$ cat config.mk
export PLATFORM = sky130hd
export DESIGN_NAME = page_wrap_pointer
export DESIGN_NICKNAME = d
export VERILOG_FILES = /design/src/rtl/pwp_pkg.sv /design/src/rtl/pwp_pointer.sv /design/src/rtl/pwp_stage.sv /design/src/rtl/page_wrap_pointer.sv
export SDC_FILE = /design/constraint.sdc
export NUM_CORES = 1
export LEC_CHECK = 0
export BUFFER_PORTS_ARGS = -buffer_cell sky130_fd_sc_hd__buf_2
export CAP_MARGIN = 20
export CORE_MARGIN = 2
export CORE_UTILIZATION = 50
export DETAILED_ROUTE_END_ITERATION = 10
export PLACE_DENSITY = 0.7
export SYNTH_ARGS = -nofsm -noshare
export SYNTH_HDL_FRONTEND = slang
export SYNTH_SLANG_ARGS = --single-unit
$ cat constraint.sdc
create_clock -name clk -period 4.4 [get_ports clk]
set_input_delay 0.66 -clock clk [delete_from_list [all_inputs] [get_ports clk]]
set_output_delay 0.66 -clock clk [all_outputs]
set_load 0.1 [all_outputs]
$ cat src/rtl/pwp_pkg.sv
package pwp_pkg;
  typedef enum logic [1:0] {
    OP_IDLE = 2'd0,
    OP_LOAD = 2'd1,
    OP_WSTEP = 2'd2,
    OP_RSTEP = 2'd3
  } ptr_op_e;
endpackage

$ cat src/rtl/pwp_pointer.sv
module pwp_pointer
  import pwp_pkg::*;
#(
  parameter int ADDR_W = 8,
  parameter int PAGE_W = 3
) (
  input  logic              clk,
  input  logic              rst,
  input  logic              big_array,
  input  ptr_op_e           op,
  input  logic [ADDR_W-1:0] load_addr,
  output logic [ADDR_W-1:0] ptr_q
);
  logic [ADDR_W-1:0] size_mask;
  logic [PAGE_W-1:0] slot_next;

  assign size_mask = {big_array, {(ADDR_W-1){1'b1}}};
  assign slot_next = ptr_q[PAGE_W-1:0] + 1'b1;

  always_ff @(posedge clk) begin
    if (rst) begin
      ptr_q <= '0;
    end else begin
      unique case (op)
        OP_LOAD:  ptr_q <= load_addr & size_mask;
        OP_WSTEP: ptr_q <= {ptr_q[ADDR_W-1:PAGE_W], slot_next};
        OP_RSTEP: ptr_q <= (ptr_q + 1'b1) & size_mask;
        default:  ptr_q <= ptr_q;
      endcase
    end
  end

  // write step keeps the page bits
  a_r3_page_hold: assert property (@(posedge clk) disable iff (rst)
    (op == OP_WSTEP) |=> (ptr_q[ADDR_W-1:PAGE_W] == $past(ptr_q[ADDR_W-1:PAGE_W])));
  // read step at top of array wraps to zero
  a_r5_read_wrap: assert property (@(posedge clk) disable iff (rst)
    (op == OP_RSTEP && ptr_q == size_mask) |=> (ptr_q == '0));
  // small array never sets the top bit on load
  a_r6_small_msb: assert property (@(posedge clk) disable iff (rst)
    (!big_array && op == OP_LOAD) |=> !ptr_q[ADDR_W-1]);
endmodule

$ cat src/rtl/pwp_stage.sv
module pwp_stage
  import pwp_pkg::*;
#(
  parameter int ADDR_W = 8,
  parameter int DATA_W = 8,
  parameter int PAGE_W = 3
) (
  input  logic              clk,
  input  logic              rst,
  input  ptr_op_e           op,
  input  logic              commit_go,
  input  logic [ADDR_W-1:0] ptr,
  input  logic [DATA_W-1:0] wr_data,
  output logic              busy_q,
  output logic              mem_we,
  output logic [ADDR_W-1:0] mem_addr,
  output logic [DATA_W-1:0] mem_wdata
);
  localparam int SLOTS = 1 << PAGE_W;
  localparam int HI_W  = ADDR_W - PAGE_W;

  logic [DATA_W-1:0] slot_mem [SLOTS];
  logic [SLOTS-1:0]  valid_q;
  logic [HI_W-1:0]   page_q;
  logic [PAGE_W-1:0] scan_q;
  logic [PAGE_W-1:0] wslot;

  assign wslot = ptr[PAGE_W-1:0];

  // staging storage, no reset so it can map to RAM
  always_ff @(posedge clk) begin
    if (op == OP_WSTEP) slot_mem[wslot] <= wr_data;
    mem_wdata <= slot_mem[scan_q];
  end

  always_ff @(posedge clk) begin
    if (rst) begin
      valid_q  <= '0;
      page_q   <= '0;
      scan_q   <= '0;
      busy_q   <= 1'b0;
      mem_we   <= 1'b0;
      mem_addr <= '0;
    end else begin
      mem_we <= 1'b0;
      if (busy_q) begin
        mem_we   <= valid_q[scan_q];
        mem_addr <= {page_q, scan_q};
        scan_q   <= scan_q + 1'b1;
        if (scan_q == PAGE_W'(SLOTS - 1)) begin
          busy_q  <= 1'b0;
          valid_q <= '0;
        end
      end else if (op == OP_LOAD) begin
        valid_q <= '0;
      end else if (op == OP_WSTEP) begin
        valid_q[wslot] <= 1'b1;
        page_q         <= ptr[ADDR_W-1:PAGE_W];
      end else if (commit_go && (valid_q != '0)) begin
        busy_q <= 1'b1;
        scan_q <= '0;
      end
    end
  end

  // no array write outside a burst
  a_r7_we_in_burst: assert property (@(posedge clk) disable iff (rst)
    !busy_q |=> !mem_we);
  // empty commit starts nothing
  a_r7_empty_commit: assert property (@(posedge clk) disable iff (rst)
    (commit_go && !busy_q && valid_q == '0) |=> !busy_q);
  // staging emptied when the burst ends
  a_r8_mask_cleared: assert property (@(posedge clk) disable iff (rst)
    $fell(busy_q) |-> (valid_q == '0));
endmodule

$ cat src/rtl/page_wrap_pointer.sv
module page_wrap_pointer
  import pwp_pkg::*;
#(
  parameter int ADDR_W = 8,
  parameter int DATA_W = 8,
  parameter int PAGE_W = 3
) (
  input  logic              clk,
  input  logic              rst,
  input  logic              big_array,
  input  logic              load,
  input  logic [ADDR_W-1:0] load_addr,
  input  logic              wr_step,
  input  logic [DATA_W-1:0] wr_data,
  input  logic              rd_step,
  input  logic              commit,
  output logic [ADDR_W-1:0] ptr,
  output logic              busy,
  output logic              mem_we,
  output logic [ADDR_W-1:0] mem_addr,
  output logic [DATA_W-1:0] mem_wdata
);
  ptr_op_e op;
  logic    commit_go;

  always_comb begin
    op = OP_IDLE;
    if (!busy) begin
      if (load)         op = OP_LOAD;
      else if (wr_step) op = OP_WSTEP;
      else if (rd_step) op = OP_RSTEP;
    end
  end
  assign commit_go = !busy && commit && !load && !wr_step && !rd_step;

  pwp_pointer #(.ADDR_W(ADDR_W), .PAGE_W(PAGE_W)) u_ptr (
    .clk(clk), .rst(rst), .big_array(big_array), .op(op),
    .load_addr(load_addr), .ptr_q(ptr)
  );

  pwp_stage #(.ADDR_W(ADDR_W), .DATA_W(DATA_W), .PAGE_W(PAGE_W)) u_stage (
    .clk(clk), .rst(rst), .op(op), .commit_go(commit_go), .ptr(ptr),
    .wr_data(wr_data), .busy_q(busy), .mem_we(mem_we),
    .mem_addr(mem_addr), .mem_wdata(mem_wdata)
  );

  // pointer frozen during a burst
  a_r9_busy_freeze: assert property (@(posedge clk) disable iff (rst)
    busy |=> $stable(ptr));
endmodule

Yosys cells after proc, flatten, opt, wreduce, memory -nomap -nowiden
Memories as Yosys holds them, arrays and structs flattened. A register that Yosys moved wholly into a read port is not among the register bits.
Index checks and enable logic that the tools add are counted.
{"block": "classes", "n_eq_ne": 7, "bitwise": 6, "n_lt_le_gt_ge": 3, "add_sub_neg": 3, "reduce_logical": 20, "muxes": 24}
{"op": "$mux W8", "count": 4}
{"op": "$pmux W8 S3", "count": 1}
{"op": "$and A8 B8 Y8", "count": 2}
{"op": "$mux W3", "count": 4}
{"op": "$mux W1", "count": 9}
{"op": "$add A8 B1 Y8 const B", "count": 1}
{"op": "$lt A3 B4 Y1 const B", "count": 2}
{"op": "$mux W2", "count": 4}
{"op": "$or A8 B8 Y8", "count": 1}
{"op": "$reduce_bool A8 Y1", "count": 1}
{"op": "$add A3 B1 Y3 const B", "count": 2}
{"op": "$logic_and A1 B1 Y1", "count": 6}
{"op": "$reduce_and A3 Y1", "count": 2}
{"op": "$reduce_bool A3 Y1", "count": 2}
{"op": "$eq A2 B2 Y1 const B", "count": 2}
{"op": "$logic_not A1 Y1", "count": 4}
{"op": "$ne A2 B1 Y1 const B", "count": 2}
{"op": "$reduce_and A2 Y1", "count": 2}
{"op": "$reduce_bool A2 Y1", "count": 2}
{"op": "$bmux W1 S3", "count": 1}
{"op": "$demux W1 S3", "count": 1}
{"op": "$eq A3 B3 Y1 const B", "count": 1}
{"op": "$ge A3 B1 Y1 const B", "count": 1}
{"op": "$not A1 Y1", "count": 3}
{"op": "other kinds (3)", "count": 3}
{"block": "word_totals", "ram_bits": 64, "ff_bits": 34, "output_inout_bits": 26, "memories": 1, "input_bits": 23, "word_cells": 72}
{"name": "u_stage.slot_mem", "depth": 8, "word_bits": 8, "rd": 1, "rd_clocked_by_memory_dff": 1, "write_ports": 1, "line_no": "pwp_stage.sv:22", "text": "logic [DATA_W-1:0] slot_mem [SLOTS];"}

Depth between registers and ports, before layout
Gate-level depths: netlist of run 1.
{"block": "depth", "ltp_word": 10, "ltp_mapped": 6, "mapped_depth_nobuf": 6}

Cells and area by module
From an unflattened synthesis of run 1, not the netlist that was laid out.
{"block": "hier_totals", "cells_unflattened": 278, "hier_area_um2": 4277.9}
{"mod": "pwp_stage", "n_inst": 1, "area_each_um2": 3736.1, "cells_each": 209}
{"mod": "pwp_pointer", "n_inst": 1, "area_each_um2": 504.2, "cells_each": 62}
{"mod": "page_wrap_pointer", "n_inst": 1, "area_each_um2": 37.5, "cells_each": 7}

Least setup slack after synthesis of run 1
No wires, ideal clock.
{"block": "synth_path", "path_kind": "register -> register", "startpoint": "reg u_stage.busy_q", "endpoint": "mem u_stage.slot_mem[0][0] (enable)", "path_buffers": 0, "period_less_slack_ns": 2.406, "path_slack_ns": 1.994, "stages_incl_launch_ff": 4, "setup_time_ns": 0.395, "arrival_ns": 2.011, "cell_sequence": "dfxtp_1 nor2_1 nand2_1 nor4_1"}
{"block": "synth_via", "elab_chain_cells": 4}
{"element": "start: declaration", "line_no": "pwp_stage.sv:14", "text": "output logic busy_q,"}
{"element": "start signal: assignment", "line_no": "pwp_stage.sv:41", "text": "busy_q <= 1'b0;"}
{"element": "start signal: assignment", "line_no": "pwp_stage.sv:51", "text": "busy_q <= 1'b0;"}
{"element": "start signal: assignment", "line_no": "pwp_stage.sv:60", "text": "busy_q <= 1'b1;"}
{"element": "$mux W2", "line_no": "page_wrap_pointer.sv:28", "text": "if (!busy) begin"}
{"element": "$eq A2 B2 Y1", "line_no": "pwp_stage.sv:32", "text": "if (op == OP_WSTEP) slot_mem[wslot] <= wr_data;"}
{"element": "$mux W1", "line_no": "pwp_stage.sv:32"}
{"element": "$mux W1 (implied by the code)", "line_no": "pwp_stage.sv:32"}
{"element": "end: declaration", "line_no": "pwp_stage.sv:22"}
Every way passes these cells.

Worst setup path in the final report of run 1
{"block": "layout_path", "startpoint": "reg u_stage.busy_q", "endpoint": "out busy"}
{"element": "end: declaration", "line_no": "page_wrap_pointer.sv:18", "text": "output logic busy,"}
No word-level cell between the ends.

==> impl_metrics.py, run 1 <==
metrics = {
    "outcome": {
        "outcome": "finished, final reports clean",
    },
    "sta": {
        "fin_tns_setup_ns": 0,
        "finalClockSkew_ns": 0.01367,
        "finalWorstSetupSlack_ns": 1.788,
        "maxSlewViolCount": 0,
        "whs_ns": 0.4633,
        "relSlewSlack_pct": 31.06,
        "tightest_slew_ns": 1.033,
        "setup_viol": 0,
        "fin_crit_sh_pct": 59.36,
        "rsz0062_at_grt": "false",
        "fmax_ghz": 0.3829,
        "finalCriticalPeriod_ns": 2.612,
        "hold_viol": 0,
    },
    "final_layout": {
        "layout_common_cells": "64 x edfxtp_1, 51 x buf_2, 42 x dfxtp_1, 29 x nor2_1, 22 x nand2_1",
        "syn_to_final_growth_pct": 13.39,
        "drive_above_1_share_pct": 28.74,
        "design_area_sq_um": 4747,
        "diodes": 0,
        "final_nets": 369,
        "final_cells": 453,
        "fillers": 668,
        "layout_commonest_cell": "edfxtp_1",
        "post-route-util_pct": 58.07,
    },
    "global_route": {
        "grt_pass1_wl_um": 12630,
        "grt_pass1_vias": 2384,
        "overflow": 0,
        "grt_use_total_pct": 19.08,
        "grt_max_degree": 28,
        "antenna_found_initial": 0,
    },
    "synth": {
        "yosysUniqueCellTypes": 42,
        "synth_edf_count": 64,
        "synth_warnings": 0,
        "ys_ff_latch": 106,
        "synth.area.top_cells": "edfxtp_1 46%, dfxtp_1 20%, mux4_2 9.7%",
        "ys_seq_area_share_pct": 65.99,
        "netlist_area_sq_um": 4187,
        "yosysTopAreaCellShare_pct": 45.91,
        "avgSynthCellArea_sq_um": 14.29,
        "synth.largest_area_cell": "edfxtp_1",
        "synth_flop_cell": "edfxtp_1",
        "netlist_instances": 293,
        "syn_nets": 319,
        "postSynth.asyncResetShare_pct": 0,
    },
    "worst_setup_path": {
        "cp.depth": 1,
        "r2r_cells": 5,
        "path_cells": "buf_2",
        "cp.required_ns": 3.74,
        "cp-end-kind": "output port",
        "crit_slowest_cell": "dfxtp_1",
        "crit_family": "flip-flops",
        "cp-start-kind": "flip-flop",
        "worst-path-buf-inv": 1,
        "crit_fanout": 27,
        "max_stage_delay_ns": 1.01,
        "arrival_ns": 1.95,
        "crit_type": "flip-flop to output port",
    },
    "detailed_routing": {
        "ant_nets": 0,
        "drt_iter0_drc": 142,
        "routed_via_density": 5.570,
        "routed_wl_um": 7961,
        "vias": 2523,
        "wl_per_cell_um": 17.57,
        "drt_pass1_iterations": 4,
        "drc": 0,
    },
    "cts": {
        "cts_buffers": 9,
        "clk_path_buf_depth": 2,
        "cts_resized": 0,
        "clk_pin_slew_ns": 0.09,
        "postCtsHoldBufs": 0,
        "clk_latency_ns": 0.36,
        "cts_tree": "built",
        "h-tree-depth": 3,
        "post_cts.repair.setup_buffers": 0,
        "clock_sinks": 106,
        "root_buffer": "clkbuf_8",
    },
    "power": {
        "total_power_mw": 1.908,
        "switching_power_mw": 0.4534,
        "seq_power_share_pct": 57.3,
        "p_int_mw": 1.455,
        "combPwrFrac_pct": 8.7,
        "peakVddDrop_mv": 0.1666,
        "power_density_nw_per_um2": 401.9,
        "clock_power_share_pct": 34.0,
        "p_leak_nw": 1.672,
        "sw_frac_of_total_pct": 23.76,
    },
    "placed_design": {
        "dpl-instance-area_sq_um": 4494,
        "dpl.cell_count": 431,
        "io_buffer_count": 48,
        "dp_hpwl_um": 5275,
        "globalplace.congestion": 0.7891,
        "dpl_worst_slack_ns": 1.769,
    },
    "floorplanning": {
        "core_area_sq_um": 8175,
        "core.rowCount": 33,
        "io_pins": 49,
        "dieArea_sq_um": 9121,
        "die_w_um": 95.51,
        "chipHeight_um": 95.51,
        "start_util_pct": 51.21,
    },
    "job": {
        "cap_violations": 0,
    },
    "min_path": {
        "holdPathStages": 2,
        "holdCritPathClass": "flip-flop to flip-flop",
    },
}
-- registers in the layout, summed over array words and instances, names as in the netlist, 3 cells and up --
name / flops
u_stage.page_q: 5
u_stage.slot_mem: 64
u_ptr.ptr_q: 8
u_stage.valid_q: 8
u_stage.mem_wdata: 8
u_stage.scan_q: 3
u_stage.mem_addr: 8
-- Yosys cell counts, types with 5 or more instances --
cell type,n
edfxtp_1,64
dfxtp_1,42
nor2_1,29
nand2_1,22
mux4_2,18
a21oi_1,16
mux2i_1,11
clkbuf_1,8
mux2_2,8
nand3_1,7
nor3_1,6
buf_2,5
-- power groups by stage --
stage	registers [mW]	logic (mW)	clock network, mW
floorplan	1.17	0.0662	0
global placement	1.12	0.163	0
detailed placement	1.12	0.165	0
CTS	1.09	0.166	0.655
global route	1.10	0.178	0.700
finish	1.09	0.166	0.649
-- routing by layer --
metal,global-route usage [%],vias to the layer above,share of wire (%)
li1,-,1206,-
met1,25.33,1253,45
met2,31.51,54,50
met3,3.715,10,3.5
met4,6.786,0,1.5
met5,0,-,0
-- worst paths after layout --
check	end	slack, ns	start
max	busy	1.79	u_stage.busy_q
min	u_stage.page_q[2]	0.46	u_stage.page_q[2]
max reg2reg	u_stage.slot_mem[2][6]	1.93	u_stage.busy_q
min reg2reg	u_stage.page_q[2]	0.46	u_stage.page_q[2]
-- logic make-up after synthesis --
family / Yosys count / synth area share [%]
compound gates: 34 / 5.230
simple gates: 95 / 11.39
fa+ha+maj: 3 / 0.8967
buf+inv: 18 / 2.032
mux: 37 / 14.47
flops: 106 / 65.99
-- area by class of cell --
type	count	area, sq um	area share [%]
Multi-Input combinational cell	169	1345	28.33
Clock inverter	4	72.57	1.529
Tap cell	105	131.4	2.768
Inverter	2	7.507	0.1581
Sequential cell	106	2763	58.20
Clock buffer	12	145.1	3.057
Timing Repair Buffer	55	282.8	5.957
(Power assumes the default switching activity.)
==> run 2, diff against run 1 <==
Settings changed: ABC_AREA set to 1, PLACE_DENSITY 0.7 to 0.73.
Clock period 4.4 ns to 2.2 ns, I/O delays scaled along.
==> run 2 against run 1 <==
- hold slack got worse by 0.27 ns
- largest cell class unchanged
- total power increased by 94%
- critical path depth is 1 higher
- largest power group unchanged
- clock-buffer cell count is 3 lower
- synthesized area increased by 1.6%
==> impl_metrics.py, run 2 <==
metrics = {
    "power": {
        "sw_frac_of_total_pct": 27.85,
        "seq_power_share_pct": 59.4,
        "switching_power_mw": 1.031,
        "p_leak_nw": 1.908,
        "p_int_mw": 2.672,
        "clock_power_share_pct": 30.1,
        "power_density_nw_per_um2": 759.2,
        "peakVddDrop_mv": 0.5183,
        "combPwrFrac_pct": 10.5,
    },
    "synth": {
        "synth_most_common_cell": "edfxtp_1",
        "synth.area.top_cells": "edfxtp_1 45%, dfxtp_1 20%, o21ai_0 6.7%",
        "yosysUniqueCellTypes": 27,
        "avgSynthCellArea_sq_um": 9.963,
        "synth.largest_area_cell": "edfxtp_1",
        "ys_seq_area_share_pct": 64.94,
        "synth_flop_cell": "edfxtp_1",
        "synth_edf_count": 64,
        "yosys-top-cells-count": "64 x edfxtp_1, 63 x nor2_1, 61 x nand2_1, 57 x o21ai_0, 42 x dfxtp_1",
        "ys_ff_latch": 106,
        "postSynth.asyncResetShare_pct": 0,
        "syn_nets": 453,
        "netlist_instances": 427,
        "synth_warnings": 0,
        "yosysTopAreaCellShare_pct": 45.18,
        "netlist_area_sq_um": 4254,
    },
    "cts": {
        "postCtsHoldBufs": 0,
        "post_cts.repair.setup_buffers": 0,
        "cts_buffers": 9,
        "cts_tree": "built",
        "clk_pin_slew_ns": 0.11,
        "clk_latency_ns": 0.37,
        "cts_resized": 0,
        "clk_path_buf_depth": 2,
        "root_buffer": "clkbuf_8",
        "h-tree-depth": 3,
        "clock_sinks": 106,
    },
    "global_route": {
        "antenna_found_initial": 0,
        "grt_pass1_vias": 2942,
        "grt_use_total_pct": 22.25,
        "overflow": 0,
        "grt_max_degree": 37,
        "grt_pass1_wl_um": 15150,
    },
    "detailed_routing": {
        "vias": 3265,
        "drt_pass1_iterations": 5,
        "routed_wl_um": 9568,
        "drc": 0,
        "drt_iter0_drc": 405,
        "routed_via_density": 5.525,
        "ant_nets": 0,
        "wl_per_cell_um": 16.19,
    },
    "final_layout": {
        "regMostFlops": "u_stage.slot_mem",
        "diodes": 0,
        "fillers": 685,
        "layout_commonest_cell": "edfxtp_1",
        "multi_input_area_sq_um": 1324,
        "seq_area_sq_um": 2766,
        "largest_register_ffs": 64,
        "syn_to_final_growth_pct": 14.68,
        "layout_common_cells": "64 x edfxtp_1, 63 x nor2_1, 61 x nand2_1, 57 x o21ai_0, 48 x buf_2",
        "drive_above_1_share_pct": 19.34,
        "final_nets": 507,
    },
    "sta": {
        "tightest_slew_ns": 0.5669,
        "finalWorstSetupSlack_ns": 0.4858,
        "maxSlewViolCount": 0,
        "relSlewSlack_pct": 62.16,
        "fin_tns_setup_ns": 0,
        "hold_viol": 0,
        "fmax_ghz": 0.5834,
        "rsz0062_at_grt": "false",
        "setup_viol": 0,
        "finalClockSkew_ns": 0.01320,
        "finalCriticalPeriod_ns": 1.714,
        "fin_crit_sh_pct": 77.92,
    },
    "floorplanning": {
        "core_area_sq_um": 8217,
        "core.rowCount": 33,
        "start_util_pct": 51.77,
        "io_pins": 49,
        "dieArea_sq_um": 9262,
        "chipHeight_um": 96.24,
        "die_w_um": 96.24,
    },
    "worst_setup_path": {
        "crit_type": "flip-flop to output port",
        "cp-end-kind": "output port",
        "crit_slowest_cell": "buf_2",
        "path_cells": "buf_4 > buf_2",
        "max_stage_delay_ns": 0.45,
        "crit_fanout": 15,
        "cp-start-kind": "flip-flop",
        "arrival_ns": 1.38,
        "cp.required_ns": 1.87,
        "worst-path-buf-inv": 2,
        "crit_family": "buffers and inverters",
    },
    "placed_design": {
        "dp_hpwl_um": 6725,
        "dpl_worst_slack_ns": 0.4793,
        "globalplace.congestion": 0.8958,
        "io_buffer_count": 48,
    },
    "outcome": {
        "outcome": "finished, final reports clean",
    },
    "min_path": {
        "holdCritPathClass": "input pin to flip-flop",
    },
    "job": {
        "cap_violations": 0,
    },
}
==> run 2: power groups by stage <==
| stage | sequential [mW] | clock [mW] | combinational, mW |
|---|---|---|---|
| final | 2.20 | 1.12 | 0.390 |
| after global routing | 2.20 | 1.22 | 0.421 |
| after CTS | 2.20 | 1.14 | 0.390 |
| after detailed placement | 2.24 | 0 | 0.390 |
| after global placement | 2.24 | 0 | 0.387 |
| after floorplan | 2.38 | 0 | 0.146 |
==> run 2: cell type report <==
class                           instances  area share (%)
Clock buffer                            9           2.539
Clock inverter                          7           1.257
Inverter                               31           2.437
Multi-Input combinational cell        270           27.14
Sequential cell                       106           56.71
Tap cell                              105           2.693
Timing Repair Buffer                   63           7.233
==> run 2: kinds of logic (layout without fill, tap and decap cells) <==
logic type,Yosys count,in the layout,share of synthesized area (%)
AOI/OAI and AO/OA,106,106,13.03
adders and majority gates,3,3,0.8824
buffers and inverters,51,110,4.971
DFF,106,106,64.94
and+or+nand+nor,161,161,16.18
==> run 2: metrics by stage <==
step | cells | cell area, sq um | hold WS [ns] | utilization, % | power, mW
detailed placement | 575 | 4693 | 0.4629 | 57.12 | 2.632
CTS | 591 | 4878 | 0.1753 | 59.37 | 3.729
global placement | 575 | 4693 | 0.4605 | 57.12 | 2.628
finish | 591 | 4878 | 0.1911 | 59.37 | 3.704
global route | 591 | 4878 | 0.1697 | 59.37 | 3.847
floorplan | 427 | 4302 | 0.3917 | - | 2.525
==> run 2: worst min-delay path, stage by stage <==
cell and delay, ns:
buf_2 0.09, nand2_1 0.05, a21oi_1 0.05
==> run 2: final timing paths <==
kind                      startpoint                     end  slack, ns  depth (start not counted)
setup / recovery      u_stage.busy_q                    busy       0.49                          2
hold / removal          load_addr[3]          u_ptr.ptr_q[3]       0.19                          3
setup reg to reg      u_ptr.ptr_q[0]  u_stage.slot_mem[3][1]       0.59                          3
hold reg to reg   u_stage.valid_q[0]      u_stage.valid_q[0]       0.47                          2
==> run 2: layer usage <==
layer  wire length (um)  share of wire [%]  vias up  GRT usage [%]
li1                   -                  -     1589              -
met1               4338                 45     1521          32.89
met2               4261                 45      145          31.60
met3                847                8.9       10          7.361
met4                121                1.3        0          5.476
met5                  0                  0        -              0
